$ cat config.mk
export PLATFORM = sky130hd
export DESIGN_NAME = desc_assembler
export DESIGN_NICKNAME = d
export VERILOG_FILES = /design/src/rtl/desc_assembler.sv
export SDC_FILE = /design/constraint.sdc
export NUM_CORES = 1
export LEC_CHECK = 0
export BUFFER_PORTS_ARGS = -buffer_cell sky130_fd_sc_hd__clkbuf_2
export CAP_MARGIN = 40
export CORE_UTILIZATION = 30
export CTS_CLUSTER_SIZE = 12
export DETAILED_ROUTE_END_ITERATION = 10
export PLACE_DENSITY = 0.52
export SYNTH_ARGS = -nofsm -noshare
export SYNTH_HDL_FRONTEND = slang
export SYNTH_SLANG_ARGS = --single-unit
$ cat constraint.sdc
create_clock -name clk -period 8.7 [get_ports clk]
set_input_delay 0.87 -clock clk [delete_from_list [all_inputs] [get_ports clk]]
set_output_delay 0.87 -clock clk [all_outputs]
set_load 0.05 [all_outputs]
$ cat src/rtl/desc_assembler.sv
module desc_assembler #(
  parameter int DW = 16,
  parameter int OW = 3,
  localparam int NB = 1 << OW,
  localparam int NR = NB + 1,
  localparam int NE = NR * NB,
  localparam int RW = $clog2(NR),
  localparam int IW = $clog2(NE)
) (
  input  logic          clk,
  input  logic          rst_n,
  input  logic          ld_en,
  input  logic [RW-1:0] ld_region,
  input  logic [OW-1:0] ld_bin,
  input  logic [DW-1:0] ld_data,
  input  logic          start,
  input  logic [OW-1:0] orient,
  output logic          out_valid,
  output logic [DW-1:0] out_data,
  output logic [IW-1:0] out_index,
  output logic          done
);

  logic [DW-1:0] hist [NE];
  logic          busy;
  logic [OW-1:0] orient_q;
  logic [RW-1:0] reg_cnt;
  logic [OW-1:0] bin_cnt;
  logic [OW-1:0] outer_slot;
  logic [RW-1:0] rd_slot;
  logic [OW-1:0] rd_bin;
  logic          last;

  always_ff @(posedge clk)
    if (ld_en && !busy && (32'(ld_region) < NR))
      hist[IW'({ld_region, ld_bin})] <= ld_data;

  assign outer_slot = orient_q + reg_cnt[OW-1:0];
  assign rd_slot    = reg_cnt[OW] ? RW'(NB) : {1'b0, outer_slot};
  assign rd_bin     = orient_q + bin_cnt;
  assign last       = (reg_cnt == RW'(NB)) && (bin_cnt == '1);

  assign out_valid = busy;
  assign out_index = IW'({reg_cnt, bin_cnt});
  assign out_data  = busy ? hist[IW'({rd_slot, rd_bin})] : '0;
  assign done      = busy && last;

  always_ff @(posedge clk) begin
    if (!rst_n) begin
      busy     <= 1'b0;
      orient_q <= '0;
      reg_cnt  <= '0;
      bin_cnt  <= '0;
    end else if (!busy) begin
      if (start) begin
        busy     <= 1'b1;
        orient_q <= orient;
        reg_cnt  <= '0;
        bin_cnt  <= '0;
      end
    end else begin
      if (last) busy <= 1'b0;
      bin_cnt <= bin_cnt + 1'b1;
      if (bin_cnt == '1) reg_cnt <= reg_cnt + 1'b1;
    end
  end

endmodule

==> results by group <==
Run status
  • Run status: complete, no violations

Yosys
  • Syn nets: 2072
  • Post-synthesis instance total: 2034
  • Share of async-settable or async-resettable flops after synthesis: 0
  • Number of warnings reported in the yosys synthesis log: 0
  • Syn avg cell area: 22.2 um^2
  • Post-synth design cell area: 45100 um^2
  • Commonest register cell after synthesis: sky130_fd_sc_hd__edfxtp_1
  • Part of the Yosys area used for sequential elements: 0.772
  • Library cells used by synthesis: 47
  • Total of flip-flops plus latches after synthesis: 1163
  • Count of flip-flops with a built-in enable after synthesis: 1152

Finish
  • Share of cells above drive strength 1: 0.281
  • Fillers: 13600
  • Commonest non-fill, non-tap cells in the layout: sky130_fd_sc_hd__edfxtp_1, sky130_fd_sc_hd__mux4_2, sky130_fd_sc_hd__nand2_1
  • Post-route cell area: 51600 um^2
  • Number of nets at the end of the flow: 2262
  • Area of all sequential standard cells: 34800 um^2
  • Ant diodes: 0
  • Most common cell after layout, fill and taps aside: sky130_fd_sc_hd__edfxtp_1
  • Multi-input gate area: 9700 um^2
  • Area grow syn2layout: 14.5%

Routing
  • Via count: 21300
  • Antenna-violating nets left: 0
  • Final routed DRC violation total: 0
  • Drt wl/cell: 26.6 um
  • Vias/cell: 4.96
  • Drt first pass iters: 6
  • First-iteration detailed-routing DRC count: 2077
  • Routed wire length: 114000 um

Die
  • Die span in y: 390 um
  • Initial Utilization: 0.304
  • Width of the die: 390 um
  • Die Footprint: 152000 um^2
  • # rows: 141
  • Core Region: 148000 um^2
  • Top-level I/O count: 55

Worst setup path
  • Standard cell with the maximum stage delay on the critical path: sky130_fd_sc_hd__fa_4
  • Data required time of the critical path: 7830 ps
  • Arrival time worst endpoint: 5240 ps
  • Most used cell along the critical path: sky130_fd_sc_hd__mux4_2
  • Type of destination of the critical path: primary output
  • Kind of start point of the critical path: flip-flop
  • Crit path largest cell delay: 960 ps
  • Capture point of the worst reg-to-reg path: hist[38][1]$_DFFE_PP_
  • Register-to-register setup slack: 5320 ps
  • CP Cell Sequence: ha_4 > inv_1 > fa_4 > buf_12 > mux4_2 > mux4_2 > mux2i_1 > a221oi_1 > clkbuf_2
  • Worst path bufs/invs: 3
  • Top cell family by delay on the critical path: multiplexers
  • Reg-to-reg critical path startpoint: out_valid$_SDFF_PN0_
  • Critical path class: flip-flop to primary output
  • Maximum fanout along the worst path: 110
  • FF-to-FF path depth: 5

Placed design
  • DP HPWL: 66600 um
  • Standard cell area after detailed placement: 48400 um^2
  • RePlAce Congestion: 0.783
  • IO buf count: 54

STA
  • Worst Tran Pin Value: 959 ps
  • Part of the cycle the worst path needs: 0.702
  • Final Hold Violating Endpoints: 0
  • Max-slew headroom at the worst pin: 0.361
  • Pins Over Slew Limit: 0
  • Setup repair after global routing missed its margin: false
  • Setup violation total in the final timing report: 0
  • Shortest clock period the worst path allows after layout: 6110 ps
  • Peak clock frequency supported by timing: 164 MHz
  • Sum of negative setup slack: 0 ps
  • WHS: 418 ps
  • Post-route clock skew: 18.4 ps

Pwr
  • Power per Cell Area: 223 nW/um^2
  • Max IR drop VDD: 0.000171 V
  • Static Leakage: 0.0159 uW

Clocking
  • CTS root buf: sky130_fd_sc_hd__clkbuf_16
  • Num Clock Sinks: 1163
  • Quantity of gates resized following cts: 0
  • TritonCTS clock tree: built
  • Bufs on Longest Clock Path: 3
  • Clock edge transition at the registers on the reported setup and hold paths: 60 ps
  • Hold_buf cts: 0
  • TritonCTS buffer count: 114
  • Worst-Skew Late Latency: 700 ps
  • # Post-CTS Setup Buffers: 0
  • H-tree depth reported by CTS: 3

GRT
  • Initial antenna violation count: 2
  • Total GRT Usage: 0.149
  • Total overflow reported by the global router: 0
  • Pin count of the biggest net entering global routing: 111
  • Vias in the first global route: 21800
  • First-pass GRT wire length: 163000 um

Worst hold path
  • Hold path endpoint: orient_q[0]$_SDFFE_PN0P_
  • Worst min-delay path startpoint: orient[0]
  • Hold path cells: 3
  • Path class of the lowest-slack min-delay path: input port to flip-flop

Run
  • Count of max-cap constraint violations: 0
==> kinds of logic after synthesis <==
| group | share of synthesized area |
|---|---|
| adders and majority gates | 0.00255 |
| AOI/OAI and AO/OA | 0.0115 |
| muxes | 0.170 |
| and+or+nand+nor | 0.0281 |
| buffers and inverters | 0.0132 |
| DFF | 0.772 |
| xor gates and xnor gates | 0.00208 |
==> cell type report <==
| cell class | instances | area share |
|---|---|---|
| Multi-Input combinational cell | 756 | 0.188 |
| Tap cell | 2002 | 0.0486 |
| Clock buffer | 146 | 0.0580 |
| Clock inverter | 32 | 0.00400 |
| Timing Repair Buffer | 178 | 0.0258 |
| Sequential cell | 1163 | 0.675 |
| Inverter | 11 | 0.000800 |
==> stage by stage <==
stage | cells | utilization | setup slack (ps) | total power, uW
floorplan | 2034 | - | 3730 | 6890
global placement | 4096 | 0.325 | 3250 | 7220
detailed placement | 4110 | 0.326 | 3420 | 7250
CTS | 4288 | 0.348 | 2610 | 11600
global route | 4288 | 0.348 | 2550 | 11900
finish | 4288 | 0.348 | 2590 | 11500
==> per-layer routing <==
metal,track usage,vias to the layer above,part of all wire
met3,0.0202,118,0.058
met1,0.206,11600,0.43
met5,0,-,0
met2,0.249,691,0.50
li1,-,8874,-
met4,0.0396,0,0.018
==> registers in the layout, summed over array words and instances, names as in the netlist <==
register and cells:
orient_q 3, hist 1152, out_valid 1, reg_cnt 4
bin_cnt 3
==> worst reg2reg max path: stages, from the launching register on <==
cell	delay, ps
sky130_fd_sc_hd__dfxtp_1	300
sky130_fd_sc_hd__buf_4	230
sky130_fd_sc_hd__nor4bb_1	670
sky130_fd_sc_hd__nand3_1	730
sky130_fd_sc_hd__nor2_1	750
sky130_fd_sc_hd__buf_4	380
==> synthesized netlist by cell type (2+ instances only) <==
cell type,n,area share
sky130_fd_sc_hd__mux4_1,2,0.0012
sky130_fd_sc_hd__ha_1,6,0.0017
sky130_fd_sc_hd__nor3_1,5,0.00056
sky130_fd_sc_hd__edfxtp_1,1152,0.77
sky130_fd_sc_hd__buf_2,35,0.0039
sky130_fd_sc_hd__xor3_1,2,0.0011
sky130_fd_sc_hd__and4_1,2,0.00039
sky130_fd_sc_hd__o22ai_1,4,0.00056
sky130_fd_sc_hd__mux4_2,307,0.15
sky130_fd_sc_hd__o221ai_1,2,0.00039
sky130_fd_sc_hd__a31oi_1,9,0.0012
sky130_fd_sc_hd__o2111ai_1,6,0.0012
sky130_fd_sc_hd__a21oi_1,7,0.00078
sky130_fd_sc_hd__and2_1,6,0.00083
sky130_fd_sc_hd__nand2_1,118,0.0098
sky130_fd_sc_hd__nand3_1,39,0.0043
sky130_fd_sc_hd__buf_4,16,0.0027
sky130_fd_sc_hd__o21ai_1,2,0.00022
sky130_fd_sc_hd__fa_1,2,0.00089
sky130_fd_sc_hd__nand4_1,12,0.0017
sky130_fd_sc_hd__clkbuf_1,40,0.0033
sky130_fd_sc_hd__a211oi_1,6,0.0010
sky130_fd_sc_hd__buf_6,8,0.0020
sky130_fd_sc_hd__nor2b_1,8,0.0011
sky130_fd_sc_hd__a311oi_1,4,0.00078
sky130_fd_sc_hd__mux2i_1,55,0.012
sky130_fd_sc_hd__o211ai_1,10,0.0017
sky130_fd_sc_hd__a32oi_1,4,0.00078
sky130_fd_sc_hd__a221oi_1,3,0.00058
sky130_fd_sc_hd__o311a_1,2,0.00044
sky130_fd_sc_hd__dfxtp_1,11,0.0049
sky130_fd_sc_hd__and3_1,2,0.00028
sky130_fd_sc_hd__o21ai_0,8,0.00089
sky130_fd_sc_hd__buf_1,5,0.00042
sky130_fd_sc_hd__a221o_1,3,0.00067
sky130_fd_sc_hd__mux2_2,13,0.0032
sky130_fd_sc_hd__inv_1,11,0.00092
sky130_fd_sc_hd__nor2_1,98,0.0082
==> report_power, final <==
part / internal, uW / switching (uW) / total, uW / leakage (uW)
clock: 2420 / 1990 / 4410 / 0.00156
combinational: 390 / 556 / 946 / 0.00394
sequential: 6170 / 2.82 / 6170 / 0.0104
==> worst max path at each step <==
stage,startpoint,endpoint,slack [ps],cells past startpoint
after global placement,bin_cnt[0]$_SDFFE_PN0P_,out_data[1],3250,10
after CTS,bin_cnt[0]$_SDFFE_PN0P_,out_data[1],2610,11
after detailed placement,bin_cnt[0]$_SDFFE_PN0P_,out_data[1],3420,11
after floorplan,bin_cnt[0]$_SDFFE_PN0P_,out_data[2],3730,12
after global routing,bin_cnt[0]$_SDFFE_PN0P_,out_data[3],2550,9
final,bin_cnt[0]$_SDFFE_PN0P_,out_data[2],2590,9
Note: power is estimated with default switching activity, not from simulation.
